**src/rtl/cc_flag_pkg.sv**
```systemverilog
// Package: shared widths and flag bit positions for the condition flag generator.
// Assumes a 64-bit datapath and four operand sizes of 1, 2, 4 and 8 bytes.
package cc_flag_pkg;
    localparam int DATA_W    = 64;
    localparam int FLAG_W    = 32;
    localparam int NUM_SIZES = 4;
    localparam int SIZE_W    = $clog2(NUM_SIZES);

    // Bit positions inside the flag word.
    localparam int CF_POS  = 0;
    localparam int PF_POS  = 2;
    localparam int AF_POS  = 4;
    localparam int ZF_POS  = 6;
    localparam int SF_POS  = 7;
    localparam int OF_POS  = 11;
    localparam int ECF_POS = 16;
    localparam int EZF_POS = 17;

    // Bits of the word that this unit is allowed to rewrite.
    localparam logic [FLAG_W-1:0] FLAG_SET =
        (FLAG_W'(1) << CF_POS)  | (FLAG_W'(1) << PF_POS) |
        (FLAG_W'(1) << AF_POS)  | (FLAG_W'(1) << ZF_POS) |
        (FLAG_W'(1) << SF_POS)  | (FLAG_W'(1) << OF_POS) |
        (FLAG_W'(1) << ECF_POS) | (FLAG_W'(1) << EZF_POS);

    // Fresh values of the flags, before they are placed in the word.
    typedef struct packed {
        logic carry;
        logic parity;
        logic aux;
        logic zero;
        logic sign;
        logic ovf;
    } cc_fresh_t;
endpackage

```
**src/rtl/cc_size_slice.sv**
```systemverilog
// Module: cc_size_slice
// Derives the size-dependent flag bits for one operand width W.
// Assumes the carry and overflow vectors are already formed over W bits.
module cc_size_slice #(
    parameter int W = 8
) (
    input  logic [W-1:0] res_i,
    input  logic [W-1:0] cvec_i,
    input  logic [W-1:0] ovec_i,
    output logic         carry_o,
    output logic         ovf_o,
    output logic         sign_o,
    output logic         zero_o
);
    logic unused_low;

    // Take the top bits and the zero test at this width.
    always_comb begin
        carry_o    = cvec_i[W-1];
        ovf_o      = ovec_i[W-1];
        sign_o     = res_i[W-1];
        zero_o     = (res_i == '0);
        unused_low = ^{cvec_i[W-2:0], ovec_i[W-2:0]};
    end
endmodule

```
**src/rtl/cc_flag_eval.sv**
```systemverilog
// Module: cc_flag_eval
// Computes the fresh value of every flag from the result and sources.
// Assumes the subtraction operand arrives already negated.
module cc_flag_eval
    import cc_flag_pkg::*;
(
    input  logic [DATA_W-1:0] result_i,
    input  logic [DATA_W-1:0] src_a_i,
    input  logic [DATA_W-1:0] src_b_i,
    input  logic [SIZE_W-1:0] size_i,
    output cc_fresh_t         fresh_o
);
    logic [DATA_W-1:0]    cvec;
    logic [DATA_W-1:0]    ovec;
    logic [NUM_SIZES-1:0] carry_sz;
    logic [NUM_SIZES-1:0] ovf_sz;
    logic [NUM_SIZES-1:0] sign_sz;
    logic [NUM_SIZES-1:0] zero_sz;

    // Form the per-bit carry-out and signed-overflow vectors.
    always_comb begin
        cvec = (src_a_i & src_b_i) | ((src_a_i | src_b_i) & ~result_i);
        ovec = (src_a_i ^ result_i) & (src_b_i ^ result_i);
    end

    for (genvar g = 0; g < NUM_SIZES; g++) begin : g_size
        localparam int SW = 8 << g;
        cc_size_slice #(.W(SW)) slice_i (
            .res_i   (result_i[SW-1:0]),
            .cvec_i  (cvec[SW-1:0]),
            .ovec_i  (ovec[SW-1:0]),
            .carry_o (carry_sz[g]),
            .ovf_o   (ovf_sz[g]),
            .sign_o  (sign_sz[g]),
            .zero_o  (zero_sz[g])
        );
    end

    // Select the active size and add the size-independent flags.
    always_comb begin
        fresh_o.carry  = carry_sz[size_i];
        fresh_o.ovf    = ovf_sz[size_i];
        fresh_o.sign   = sign_sz[size_i];
        fresh_o.zero   = zero_sz[size_i];
        fresh_o.aux    = cvec[3];
        fresh_o.parity = ~^result_i[7:0];
    end
endmodule

```
**src/rtl/cc_flag_merge.sv**
```systemverilog
// Module: cc_flag_merge
// Places the fresh flags in the word and keeps the bits the mask leaves alone.
// Assumes mask bits outside the flag set must be ignored.
module cc_flag_merge
    import cc_flag_pkg::*;
(
    input  logic [FLAG_W-1:0] flags_i,
    input  logic [FLAG_W-1:0] mask_i,
    input  cc_fresh_t         fresh_i,
    output logic [FLAG_W-1:0] flags_o
);
    logic [FLAG_W-1:0] fresh_word;
    logic [FLAG_W-1:0] live_mask;

    // Build the fresh word; the mirror flags reuse carry and zero.
    always_comb begin
        fresh_word          = '0;
        fresh_word[CF_POS]  = fresh_i.carry;
        fresh_word[PF_POS]  = fresh_i.parity;
        fresh_word[AF_POS]  = fresh_i.aux;
        fresh_word[ZF_POS]  = fresh_i.zero;
        fresh_word[SF_POS]  = fresh_i.sign;
        fresh_word[OF_POS]  = fresh_i.ovf;
        fresh_word[ECF_POS] = fresh_i.carry;
        fresh_word[EZF_POS] = fresh_i.zero;
    end

    // Clear the selected positions, then insert the fresh values.
    always_comb begin
        live_mask = mask_i & FLAG_SET;
        flags_o   = (flags_i & ~live_mask) | (fresh_word & live_mask);
    end
endmodule

```
**src/rtl/cc_flag_gen.sv**
```systemverilog
// Module: cc_flag_gen
// Top of the masked condition flag generator; purely combinational.
// Assumes the caller negates the second operand for subtraction.
module cc_flag_gen
    import cc_flag_pkg::*;
(
    input  logic [FLAG_W-1:0] flags_i,
    input  logic [FLAG_W-1:0] upd_mask_i,
    input  logic [DATA_W-1:0] result_i,
    input  logic [DATA_W-1:0] src_a_i,
    input  logic [DATA_W-1:0] src_b_i,
    input  logic [SIZE_W-1:0] size_i,
    output logic [FLAG_W-1:0] flags_o
);
    cc_fresh_t fresh;

    cc_flag_eval eval_i (
        .result_i (result_i),
        .src_a_i  (src_a_i),
        .src_b_i  (src_b_i),
        .size_i   (size_i),
        .fresh_o  (fresh)
    );

    cc_flag_merge merge_i (
        .flags_i  (flags_i),
        .mask_i   (upd_mask_i),
        .fresh_i  (fresh),
        .flags_o  (flags_o)
    );
endmodule

```
**config.mk**
```make
export PLATFORM = sky130hd
export DESIGN_NAME = cc_flag_gen
export DESIGN_NICKNAME = d
export VERILOG_FILES = /design/src/rtl/cc_flag_pkg.sv /design/src/rtl/cc_size_slice.sv /design/src/rtl/cc_flag_eval.sv /design/src/rtl/cc_flag_merge.sv /design/src/rtl/cc_flag_gen.sv
export SDC_FILE = /design/constraint.sdc
export NUM_CORES = 1
export LEC_CHECK = 0
export BUFFER_PORTS_ARGS = -buffer_cell sky130_fd_sc_hd__buf_2
export CAP_MARGIN = 40
export CORE_AREA = 2 2 114 116
export DETAILED_ROUTE_END_ITERATION = 7
export DIE_AREA = 0 0 116 118
export GPL_ROUTABILITY_DRIVEN = 0
export MAX_ROUTING_LAYER = met4
export SLEW_MARGIN = 20
export SYNTH_ARGS = -nofsm -noshare
export SYNTH_HDL_FRONTEND = slang
export SYNTH_SLANG_ARGS = --single-unit
```
**constraint.sdc**
```tcl
create_clock -name vclk -period 4.3
set_input_delay 0.645 -clock vclk [all_inputs]
set_output_delay 0.645 -clock vclk [all_outputs]
set_load 0.02 [all_outputs]
```
==> flow_summary.ini <==
[min_path]
hold_depth = 0
min_from = flags_i[18]
hp-class = in -> out
holdPathEnd = flags_o[18]

[route]
wire_per_inst_um = 10.2
first_iter_violations = 13
firstDrtPassIters = 4
wirelength_um = 3570
route.vias.total = 995
ant_nets = 0
drc_errors = 0
via_per_inst = 2.83

[place]
hpwlAfterDp_um = 3400
port_buffers = 100
place_area_um2 = 1280
place_ws_ns = 1.44
post-place-cells = 348

[setup_path]
cp_max_fo = 3
arrival_ns = 2.19
crit_required_ns = 3.65
path_common_cell = buf_2
critPathMaxStageDelay_ns = 0.58
worst_path_max_delay_cell = or4_4
critPathKind = in -> out
worstPathCellList = buf_2, or4_4, nor4_2, nand4_1, o31ai_1, buf_2
end_kind = output port
startpoint_type = input port

[power]
cellPowerDensity_nw_per_um2 = 83.2
total_leakage_power_uw = 0.000603
vdd_drop_max_v = 0.0000387
power_uw = 108

[final_layout]
n_clock_buffer = 0
nFlopsAndLatches = 0
synthToLayoutAreaGrowth_pct = 71.6
nNetsFinal = 440
final_area_um2 = 1290
drive_gt1_frac = 0.631
seqCellArea_um2 = 0
fin_cells = 351

[synthesis]
synth.avg_cell_area_um2 = 7.46
syn_inst = 101
yosysMostFrequentCell = buf_4
synthSimpleGateAreaFrac = 0.282
synth_top_cell_by_area = buf_4
synth_top_area_share = 0.239
synthMuxAreaShare = 0.140
synth_compound_area_frac = 0.116
yosys-top-cells-area = buf_4, nor4_1, mux2_2
yosysSeqAreaShare = 0
syn_nets = 363
synthAdderAreaFrac = 0.123
ys_types = 32
synth_top_family_by_area = buffers and inverters
synth_xor_area_frac = 0.0349
ys_warn_count = 0
synth_area_um2 = 753
synthTopCellsByCount = buf_4, inv_1, nor4_1

[clock_network]
hold_buffers = 0
cts_setup_buffers = 0
cts_resized = 0

[grt]
grt_max_degree = 9
grt_pass1_wl_um = 5060
grt_usage = 0.0501
grt_pass1_vias = 973
antenna_found_initial = 3
gr-total-overflow = 0

[floorplan]
die_w_um = 116
die_area_um2 = 13700
die_y_um = 118
coreArea_um2 = 12400
initial_core_util = 0.0607
io_pins = 290
rows = 41

[sta]
slew_violations = 0
worstMarginPinSlew_ns = 0.381
fin_crit_ns = 2.84
grt_setup_unrepaired = no
slew_headroom = 0.743
fin_ws_ns = 1.46
finalSetupViolations = 0
finalSetupTns_ns = 0
timing.fmax_mhz = 353
min_period_over_period = 0.659
hold_violations = 0

[flow_run]
drv.max_cap_violation_count = 0

[outcome]
run_status = finished, final reports clean
## stage by stage
stage                     utilization  hold WS (ns)
after detailed placement        0.104          1.29
final                           0.104          1.29
after CTS                       0.104          1.29
after global placement          0.104          1.29
after global routing            0.104          1.29
after floorplan                     -          1.40
## metal layers
metal / GRT usage / share of wire / vias to the layer above
li1: - / - / 505
met1: 0.0531 / 0.40 / 423
met2: 0.0874 / 0.46 / 53
met3: 0.0170 / 0.11 / 14
met4: 0.0149 / 0.032 / 0
met5: - / 0 / -
## cell type report
| cell class | count | area [µm²] |
|---|---|---|
| inverters | 12 | 45.0 |
| repair buffers | 100 | 500 |
| multi-input cells | 64 | 524 |
| diodes | 3 | 7.51 |
| fillers | 1479 | 11100 |
| well taps | 172 | 215 |
## critical path, delay by kind of cell
family	cells	cell delay [ns]
AOI/OAI and AO/OA	1	0.22
buffers and inverters	2	0.33
and+or+nand+nor	3	0.98
## worst max-delay path by stage
stage,slack [ns],cells past startpoint,to,startpoint
4_1_cts,1.43,6,flags_o[17],result_i[15]
6_report,1.46,6,flags_o[6],result_i[15]
3_5_place_dp,1.44,6,flags_o[17],result_i[15]
3_3_place_gp,1.43,6,flags_o[17],result_i[15]
2_1_floorplan,1.53,4,flags_o[17],result_i[10]
5_1_grt,1.34,6,flags_o[17],result_i[15]
## placed cells by master (no fill, tap or decap), types with 2 or more instances in the layout
cell type / synthesis / routed
maj3_2: 2 / 2
a31oi_1: 3 / 3
ha_1: 4 / 4
maj3_1: 2 / 2
xnor2_1: 3 / 3
o31ai_1: 2 / 2
mux2_2: 5 / 5
nand2_1: 2 / 2
nor4_1: 11 / 11
diode_2: 0 / 3
or4_4: 2 / 2
nor2_1: 5 / 5
nand4_1: 4 / 4
nor2b_1: 3 / 3
inv_1: 12 / 12
buf_2: 0 / 100
## where the power goes
part           switching [µW]  internal [µW]  total (µW)
registers                   0              0           0
logic                    47.7           59.9         108
clock network               0      0.0000933   0.0000933
## kinds of logic (layout without fill, tap and decap cells)
group / after synthesis / in the layout
buffers and inverters: 37 / 112
and+or+nand+nor: 34 / 34
AOI/OAI and AO/OA: 12 / 12
adders and majority gates: 8 / 8
muxes: 7 / 7
xor gates and xnor gates: 3 / 3
other: 0 / 3
No activity file was read; power rests on OpenSTA's default activity.
